### config.mk
export PLATFORM = sky130hd
export DESIGN_NAME = cmd_responder
export DESIGN_NICKNAME = d
export VERILOG_FILES = /design/src/rtl/cpr_pkg.sv /design/src/rtl/cpr_seconds.sv /design/src/rtl/cpr_poll_timer.sv /design/src/rtl/cpr_decode.sv /design/src/rtl/cmd_responder.sv
export SDC_FILE = /design/constraint.sdc
export NUM_CORES = 1
export LEC_CHECK = 0
export BUFFER_PORTS_ARGS = -buffer_cell sky130_fd_sc_hd__buf_2
export CAP_MARGIN = 20
export CORE_AREA = 2 2 252 254
export DETAILED_ROUTE_END_ITERATION = 8
export DIE_AREA = 0 0 254 256
export PLACE_DENSITY_LB_ADDON = 0.2
export SYNTH_ARGS = -nofsm -noshare
export SYNTH_HDL_FRONTEND = slang
export SYNTH_SLANG_ARGS = --single-unit
### constraint.sdc
create_clock -name clk -period 1.9 [get_ports clk]
set_input_delay 0.095 -clock clk [delete_from_list [all_inputs] [get_ports clk]]
set_output_delay 0.095 -clock clk [all_outputs]
set_load 0.1 [all_outputs]
### src/rtl/cpr_pkg.sv
package cpr_pkg;
    localparam int MAXB = 16;
    localparam int LENW = $clog2(MAXB + 1);
    localparam int PAYB = MAXB - 2;

    localparam logic [7:0] TYP_BUS  = 8'h00;
    localparam logic [7:0] TYP_CMD  = 8'h01;
    localparam logic [7:0] POLL_TAG = 8'h40;

    localparam logic [7:0] C_AUTOPOLL = 8'h01;
    localparam logic [7:0] C_GETTIME  = 8'h03;
    localparam logic [7:0] C_SETTIME  = 8'h09;
    localparam logic [7:0] C_POWEROFF = 8'h0A;
    localparam logic [7:0] C_SYSRESET = 8'h11;
    localparam logic [7:0] C_ACK_A    = 8'h13;
    localparam logic [7:0] C_ACK_B    = 8'h14;
    localparam logic [7:0] C_ACK_C    = 8'h19;
    localparam logic [7:0] C_ACK_D    = 8'h21;

    typedef logic [MAXB-1:0][7:0] frame_t;
    typedef logic [PAYB-1:0][7:0] pay_t;

    typedef struct packed {
        logic [LENW-1:0] len;
        frame_t          b;
    } reply_t;

    // Two header bytes followed by a clamped payload; unused bytes stay zero.
    function automatic reply_t frame_payload(input logic [7:0] h0, input logic [7:0] h1,
                                             input pay_t d, input logic [3:0] n);
        reply_t     r;
        logic [3:0] k;
        k = (n > 4'(PAYB)) ? 4'(PAYB) : n;
        r = '0;
        r.b[0] = h0;
        r.b[1] = h1;
        for (int i = 0; i < PAYB; i++) begin
            if (i < int'(k)) r.b[i+2] = d[i];
        end
        r.len = LENW'(k) + LENW'(2);
        return r;
    endfunction
endpackage

### src/rtl/cpr_seconds.sv
module cpr_seconds #(
    parameter logic [31:0] RST_SECS = 32'd0
) (
    input  logic        clk,
    input  logic        rst,
    input  logic        tick,
    input  logic        load,
    input  logic [31:0] load_val,
    output logic [31:0] secs
);
    always_ff @(posedge clk) begin
        if (rst)       secs <= RST_SECS;
        else if (load) secs <= load_val;
        else if (tick) secs <= secs + 32'd1;
    end
endmodule

### src/rtl/cpr_poll_timer.sv
module cpr_poll_timer #(
    parameter int PERIOD = 1000
) (
    input  logic clk,
    input  logic rst,
    input  logic enable,
    output logic poll_req
);
    localparam int CW = (PERIOD > 1) ? $clog2(PERIOD) : 1;
    localparam logic [CW-1:0] LAST = CW'(PERIOD - 1);

    logic [CW-1:0] cnt;

    always_ff @(posedge clk) begin
        if (rst || !enable)   cnt <= '0;
        else if (cnt == LAST) cnt <= '0;
        else                  cnt <= cnt + 1'b1;
    end

    assign poll_req = enable && (cnt == LAST);
endmodule

### src/rtl/cpr_decode.sv
module cpr_decode
    import cpr_pkg::*;
(
    input  logic                pkt_valid,
    input  logic [5:0][7:0]     hdr,
    input  logic [LENW-1:0]     pkt_len,
    input  logic [31:0]         secs,
    output reply_t              rpl,
    output logic                rpl_en,
    output logic                set_load,
    output logic [31:0]         set_val,
    output logic                ap_wr,
    output logic                ap_val,
    output logic                fwd_en,
    output logic                off_hit,
    output logic                rst_hit
);
    logic long_enough;
    assign long_enough = pkt_valid && (pkt_len >= LENW'(2));

    always_comb begin
        rpl      = '0;
        rpl_en   = 1'b0;
        set_load = 1'b0;
        set_val  = {hdr[2], hdr[3], hdr[4], hdr[5]};
        ap_wr    = 1'b0;
        ap_val   = (hdr[2] != 8'h00);
        fwd_en   = 1'b0;
        off_hit  = 1'b0;
        rst_hit  = 1'b0;
        if (long_enough && hdr[0] == TYP_BUS) begin
            fwd_en = 1'b1;
        end else if (long_enough && hdr[0] == TYP_CMD) begin
            rpl.b[0] = TYP_CMD;
            case (hdr[1])
                C_AUTOPOLL: begin
                    ap_wr    = 1'b1;
                    rpl.b[1] = hdr[2];
                    rpl.len  = LENW'(2);
                    rpl_en   = 1'b1;
                end
                C_SETTIME: begin
                    set_load = 1'b1;
                    rpl.len  = LENW'(3);
                    rpl_en   = 1'b1;
                end
                C_GETTIME: begin
                    rpl.b[3] = secs[31:24];
                    rpl.b[4] = secs[23:16];
                    rpl.b[5] = secs[15:8];
                    rpl.b[6] = secs[7:0];
                    rpl.len  = LENW'(7);
                    rpl_en   = 1'b1;
                end
                C_ACK_A, C_ACK_B, C_ACK_C, C_ACK_D: begin
                    rpl.len = LENW'(2);
                    rpl_en  = 1'b1;
                end
                C_POWEROFF: begin
                    off_hit = 1'b1;
                    rpl.len = LENW'(2);
                    rpl_en  = 1'b1;
                end
                C_SYSRESET: begin
                    rst_hit = 1'b1;
                    rpl.len = LENW'(2);
                    rpl_en  = 1'b1;
                end
                default: rpl = '0;
            endcase
        end
    end
endmodule

### src/rtl/cmd_responder.sv
module cmd_responder
    import cpr_pkg::*;
#(
    parameter int          CLK_HZ   = 100_000_000,
    parameter int          POLL_HZ  = 50,
    parameter logic [31:0] RST_SECS = 32'd0
) (
    input  logic                  clk,
    input  logic                  rst,
    input  logic                  pkt_valid,
    input  logic [MAXB*8-1:0]     pkt_data,
    input  logic [LENW-1:0]       pkt_len,
    input  logic                  sec_tick,
    input  logic                  bus_rsp_valid,
    input  logic [7:0]            bus_rsp_err,
    input  logic [PAYB*8-1:0]     bus_rsp_data,
    input  logic [3:0]            bus_rsp_len,
    input  logic                  poll_rsp_valid,
    input  logic [PAYB*8-1:0]     poll_rsp_data,
    input  logic [3:0]            poll_rsp_len,
    output logic                  rpl_valid,
    output logic [MAXB*8-1:0]     rpl_data,
    output logic [LENW-1:0]       rpl_len,
    output logic                  bus_req_valid,
    output logic [(MAXB-1)*8-1:0] bus_req_data,
    output logic [LENW-1:0]       bus_req_len,
    output logic                  poll_req,
    output logic                  off_req,
    output logic                  rst_req
);
    localparam int POLL_PERIOD = CLK_HZ / POLL_HZ;

    frame_t pkt;
    assign pkt = frame_t'(pkt_data);

    reply_t      dec_rpl, nxt_rpl, rpl_q;
    logic        dec_en, nxt_en;
    logic        set_load, ap_wr, ap_val, fwd_en, off_hit, rst_hit;
    logic [31:0] set_val, secs;
    logic        autopoll_q;
    logic [7:0]  last_cmd_q;
    logic        off_p1, rst_p1;
    logic [MAXB-2:0][7:0] breq_q;

    cpr_decode u_dec (
        .pkt_valid (pkt_valid),
        .hdr       (pkt[5:0]),
        .pkt_len   (pkt_len),
        .secs      (secs),
        .rpl       (dec_rpl),
        .rpl_en    (dec_en),
        .set_load  (set_load),
        .set_val   (set_val),
        .ap_wr     (ap_wr),
        .ap_val    (ap_val),
        .fwd_en    (fwd_en),
        .off_hit   (off_hit),
        .rst_hit   (rst_hit)
    );

    cpr_seconds #(.RST_SECS(RST_SECS)) u_secs (
        .clk      (clk),
        .rst      (rst),
        .tick     (sec_tick),
        .load     (set_load),
        .load_val (set_val),
        .secs     (secs)
    );

    cpr_poll_timer #(.PERIOD(POLL_PERIOD)) u_poll (
        .clk      (clk),
        .rst      (rst),
        .enable   (autopoll_q),
        .poll_req (poll_req)
    );

    // Reply source arbitration: host packet, then bus response, then poll result.
    always_comb begin
        nxt_rpl = dec_rpl;
        nxt_en  = dec_en;
        if (!dec_en) begin
            if (bus_rsp_valid) begin
                nxt_en = 1'b1;
                if (bus_rsp_err != 8'h00) begin
                    nxt_rpl      = '0;
                    nxt_rpl.b[0] = TYP_BUS;
                    nxt_rpl.b[1] = bus_rsp_err;
                    nxt_rpl.b[2] = last_cmd_q;
                    nxt_rpl.len  = LENW'(3);
                end else begin
                    nxt_rpl = frame_payload(TYP_BUS, 8'h00, pay_t'(bus_rsp_data), bus_rsp_len);
                end
            end else if (poll_rsp_valid && poll_rsp_len != 4'd0) begin
                nxt_en  = 1'b1;
                nxt_rpl = frame_payload(TYP_BUS, POLL_TAG, pay_t'(poll_rsp_data), poll_rsp_len);
            end
        end
    end

    always_ff @(posedge clk) begin
        if (rst) begin
            rpl_q         <= '0;
            rpl_valid     <= 1'b0;
            autopoll_q    <= 1'b0;
            last_cmd_q    <= 8'h00;
            bus_req_valid <= 1'b0;
            breq_q        <= '0;
            bus_req_len   <= '0;
            off_p1        <= 1'b0;
            off_req       <= 1'b0;
            rst_p1        <= 1'b0;
            rst_req       <= 1'b0;
        end else begin
            rpl_valid <= nxt_en;
            if (nxt_en) rpl_q <= nxt_rpl;
            if (ap_wr) autopoll_q <= ap_val;
            bus_req_valid <= fwd_en;
            if (fwd_en) begin
                last_cmd_q  <= pkt[1];
                bus_req_len <= pkt_len - LENW'(1);
                for (int i = 0; i < MAXB - 1; i++) begin
                    breq_q[i] <= (i < int'(pkt_len) - 1) ? pkt[i+1] : 8'h00;
                end
            end
            off_p1  <= off_hit;
            off_req <= off_p1;
            rst_p1  <= rst_hit;
            rst_req <= rst_p1;
        end
    end

    assign rpl_data     = rpl_q.b;
    assign rpl_len      = rpl_q.len;
    assign bus_req_data = breq_q;
endmodule

==> out/results.ini <==
[final_layout]
design_area_um2=23800
areaGrowthSynthToFinish_pct=75.5
fin_nets=2827
seqCellArea_um2=6400
drive_above_1_share_pct=40.6
nFillCells=6358
multi_input_area_um2=6770
finalNonFillerCells=3319

[yosys]
ys_seq_area_share_pct=47.1
ys_seq_elements=319
synth_cells=1368
synth_area_leader_cell=dfxtp_1
synth_top_area_share_pct=47.1
synth.distinct_cells=80
async_flop_share_pct=0
synth_area_um2=13600
yosysWarnings=0
synth_edf_count=0
syn_area_per_cell_um2=9.92
synth_ff_type=dfxtp_1
ys_top_cells_by_area=dfxtp_1 47%, a22o_1 8.3%, a222oi_1 5.3%

[timing]
whs_ns=-0.000953
timing.final.crit_share_pct=101
setup_viol=1
worst_pin_slew_ns=1.15
max_freq_mhz=521
slew_viol_final=0
setup_ws_ns=-0.0181
fin_crit_ns=1.92
relSlewSlack_pct=23.1
hold_viol=1
fin_skew_ns=0.0249
rsz0062_at_grt=yes

[job]
cap_violations=0

[power]
power_density_nw_per_um2=737
ir_drop_mv=0.508
leakage_nw=10.5

[global_route]
grt_pass1_wl_mm=95.0
antenna_found_initial=10
grt_pass1_vias=15900
grt_overflow=0
grtUsageTotal_pct=18.9
grt_max_degree=44

[critical_path]
crit_start=u_poll.cnt[0]
reg2reg_slack_ns=0.05
reg2regPathDepth=6
cp.required_ns=1.80
r2r_end=u_secs.secs[31]
end_kind=output port
crit_fanout=2
cp-start-kind=flip-flop
worstPathArrival_ns=1.82
r2r-start=u_secs.secs[20]
cp-endpoint=poll_req
worst-setup-path-type=reg -> out

[cts]
clk_latency_ns=0.56
cts_num_sinks=319
cts.reportedPaths.clkPinSlew_ns=0.06
clk_path_buf_depth=3
ctsRootBufferMaster=clkbuf_16
htree_levels=2
cts_tree=yes
cts_buffers=41

[floorplan]
die_w_um=254
die_y_um=256
ios=642
die_area_um2=65000
core_um2=62400
start_util_pct=21.8
rows=92

[routing]
ant_nets=0
drt-total-wl_mm=65.1
drc=2
wl_per_cell_um=19.6
avgViaCountPerCell=4.64
vias=15400
drtIter0Drc=1017
first_pass_iters=9

[placed_design]
dp_hpwl_mm=48.4
globalplace.congestion=0.858
dpl_cell_area_um2=19000
portBuffers=634
placedCellCount=2922

[min_path]
hold_class=in -> reg

[outcome]
violations=DRC, hold timing, setup timing
status=finished, violations left

-- cell usage in the layout, fill, tap and decap left out, types with 33 or more instances in the layout --
master	netlist	layout
nand2_1	73	72
a21oi_1	47	47
buf_4	15	147
clkbuf_16	0	46
dfxtp_1	319	311
xnor2_1	33	33
a22o_1	129	129
nor2_1	171	169
dlygate4sd3_1	0	304
buf_2	37	631
nand3_1	42	42
a222oi_1	72	72
-- Yosys cell counts, types with 20 or more instances --
master	instances
buf_2	37
a22o_1	129
a222oi_1	72
nand3_1	42
dfxtp_1	319
xnor2_1	33
nand2_1	73
a211oi_1	30
inv_1	31
xor2_1	21
a21oi_1	47
a2bb2oi_2	24
a221o_1	25
clkbuf_1	40
nand2_2	20
nor2_1	171
-- logic make-up (layout without fill, tap and decap cells) --
family          count (synthesis)  in the layout  share of synthesized area [%]
flops                         319            319                           47.1
xor+xnor                       54             54                           3.48
compound gates                400            400                           26.2
fa+ha+maj                       8              8                          0.737
mux                            11             11                          0.811
simple gates                  439            439                           16.9
buf+inv                       136           1230                           4.74
other cells                     1             12                         0.0276
-- how the worst min path moves through the flow --
stage	start	endpoint	depth (start not counted)	slack, ns
finish	pkt_data[10]	last_cmd_q[2]	4	-0.001
global route	bus_rsp_data[28]	rpl_data[44]	5	0.03
CTS	poll_rsp_data[22]	rpl_data[38]	4	0.0006
detailed placement	pkt_data[86]	bus_req_data[78]	2	0.31
global placement	pkt_data[59]	bus_req_data[51]	2	0.31
floorplan	pkt_len[0]	bus_req_len[0]	1	0.21
-- flip-flops by register name, summed over array words and instances, names as in the netlist --
register,count
rpl_len,5
u_secs.secs,32
rpl_data,121
rst_p1,1
last_cmd_q,8
u_poll.cnt,21
bus_req_valid,1
bus_req_data,120
off_req,1
autopoll_q,1
off_p1,1
rst_req,1
rpl_valid,1
bus_req_len,5
-- power by group --
part / internal, W / switching (W)
clock network: 0.00477 / 0.00311
registers: 0.00679 / 0.0000602
logic: 0.00118 / 0.00166
total: 0.0127 / 0.00483
-- final cells by class --
cell class	instances	share of cell area, %
repair buffers	1125	34.1
multi-input cells	919	28.4
flip-flops and latches	319	26.9
clock buffers	62	5.06
well taps	846	4.44
clock inverters	9	0.567
inverters	34	0.536
diodes	5	0.0525
-- critical path, stage by stage (launching register included) --
cell and delay (ns):
dfxtp_2 0.35, ha_4 0.14, and3_4 0.19, nand2_2 0.06
nor3_2 0.19, and2_4 0.18, buf_12 0.17
-- layer usage --
layer	vias up	routed length, µm	GRT usage [%]	share of wire [%]
met5	-	68	0	0.10
met4	10	1830	6.19	2.8
met3	113	4260	4.21	6.5
met2	565	31400	32.5	48
met1	7394	27600	23.3	42
li1	7325	-	-	-
-- what timing repair did --
item | CTS | global route
buffers inserted | 4 | 7
hold buffers | 305 | 6
gates resized for setup | 11 | 45
hold endpoints to repair | 264 | 6
setup endpoints to repair | 2 | 135
cloned | 0 | 6
pin swaps | 4 | 19
-- metrics by stage --
stage	utilization [%]	hold WS, ns	TNS, ns	total power, W	setup slack, ns
2_1_floorplan	-	0.207	0	0.00831	0.0365
3_3_place_gp	30.4	0.305	-40.50	0.00930	-0.283
3_5_place_dp	30.4	0.309	-43.50	0.00930	-0.333
4_1_cts	37.5	0.000620	-0.111	0.0178	-0.0767
5_1_grt	38.2	0.0263	-0.163	0.0182	-0.0961
6_report	38.2	-0.000953	-0.0181	0.0176	-0.0181
Power figures use the tool's default switching activity.
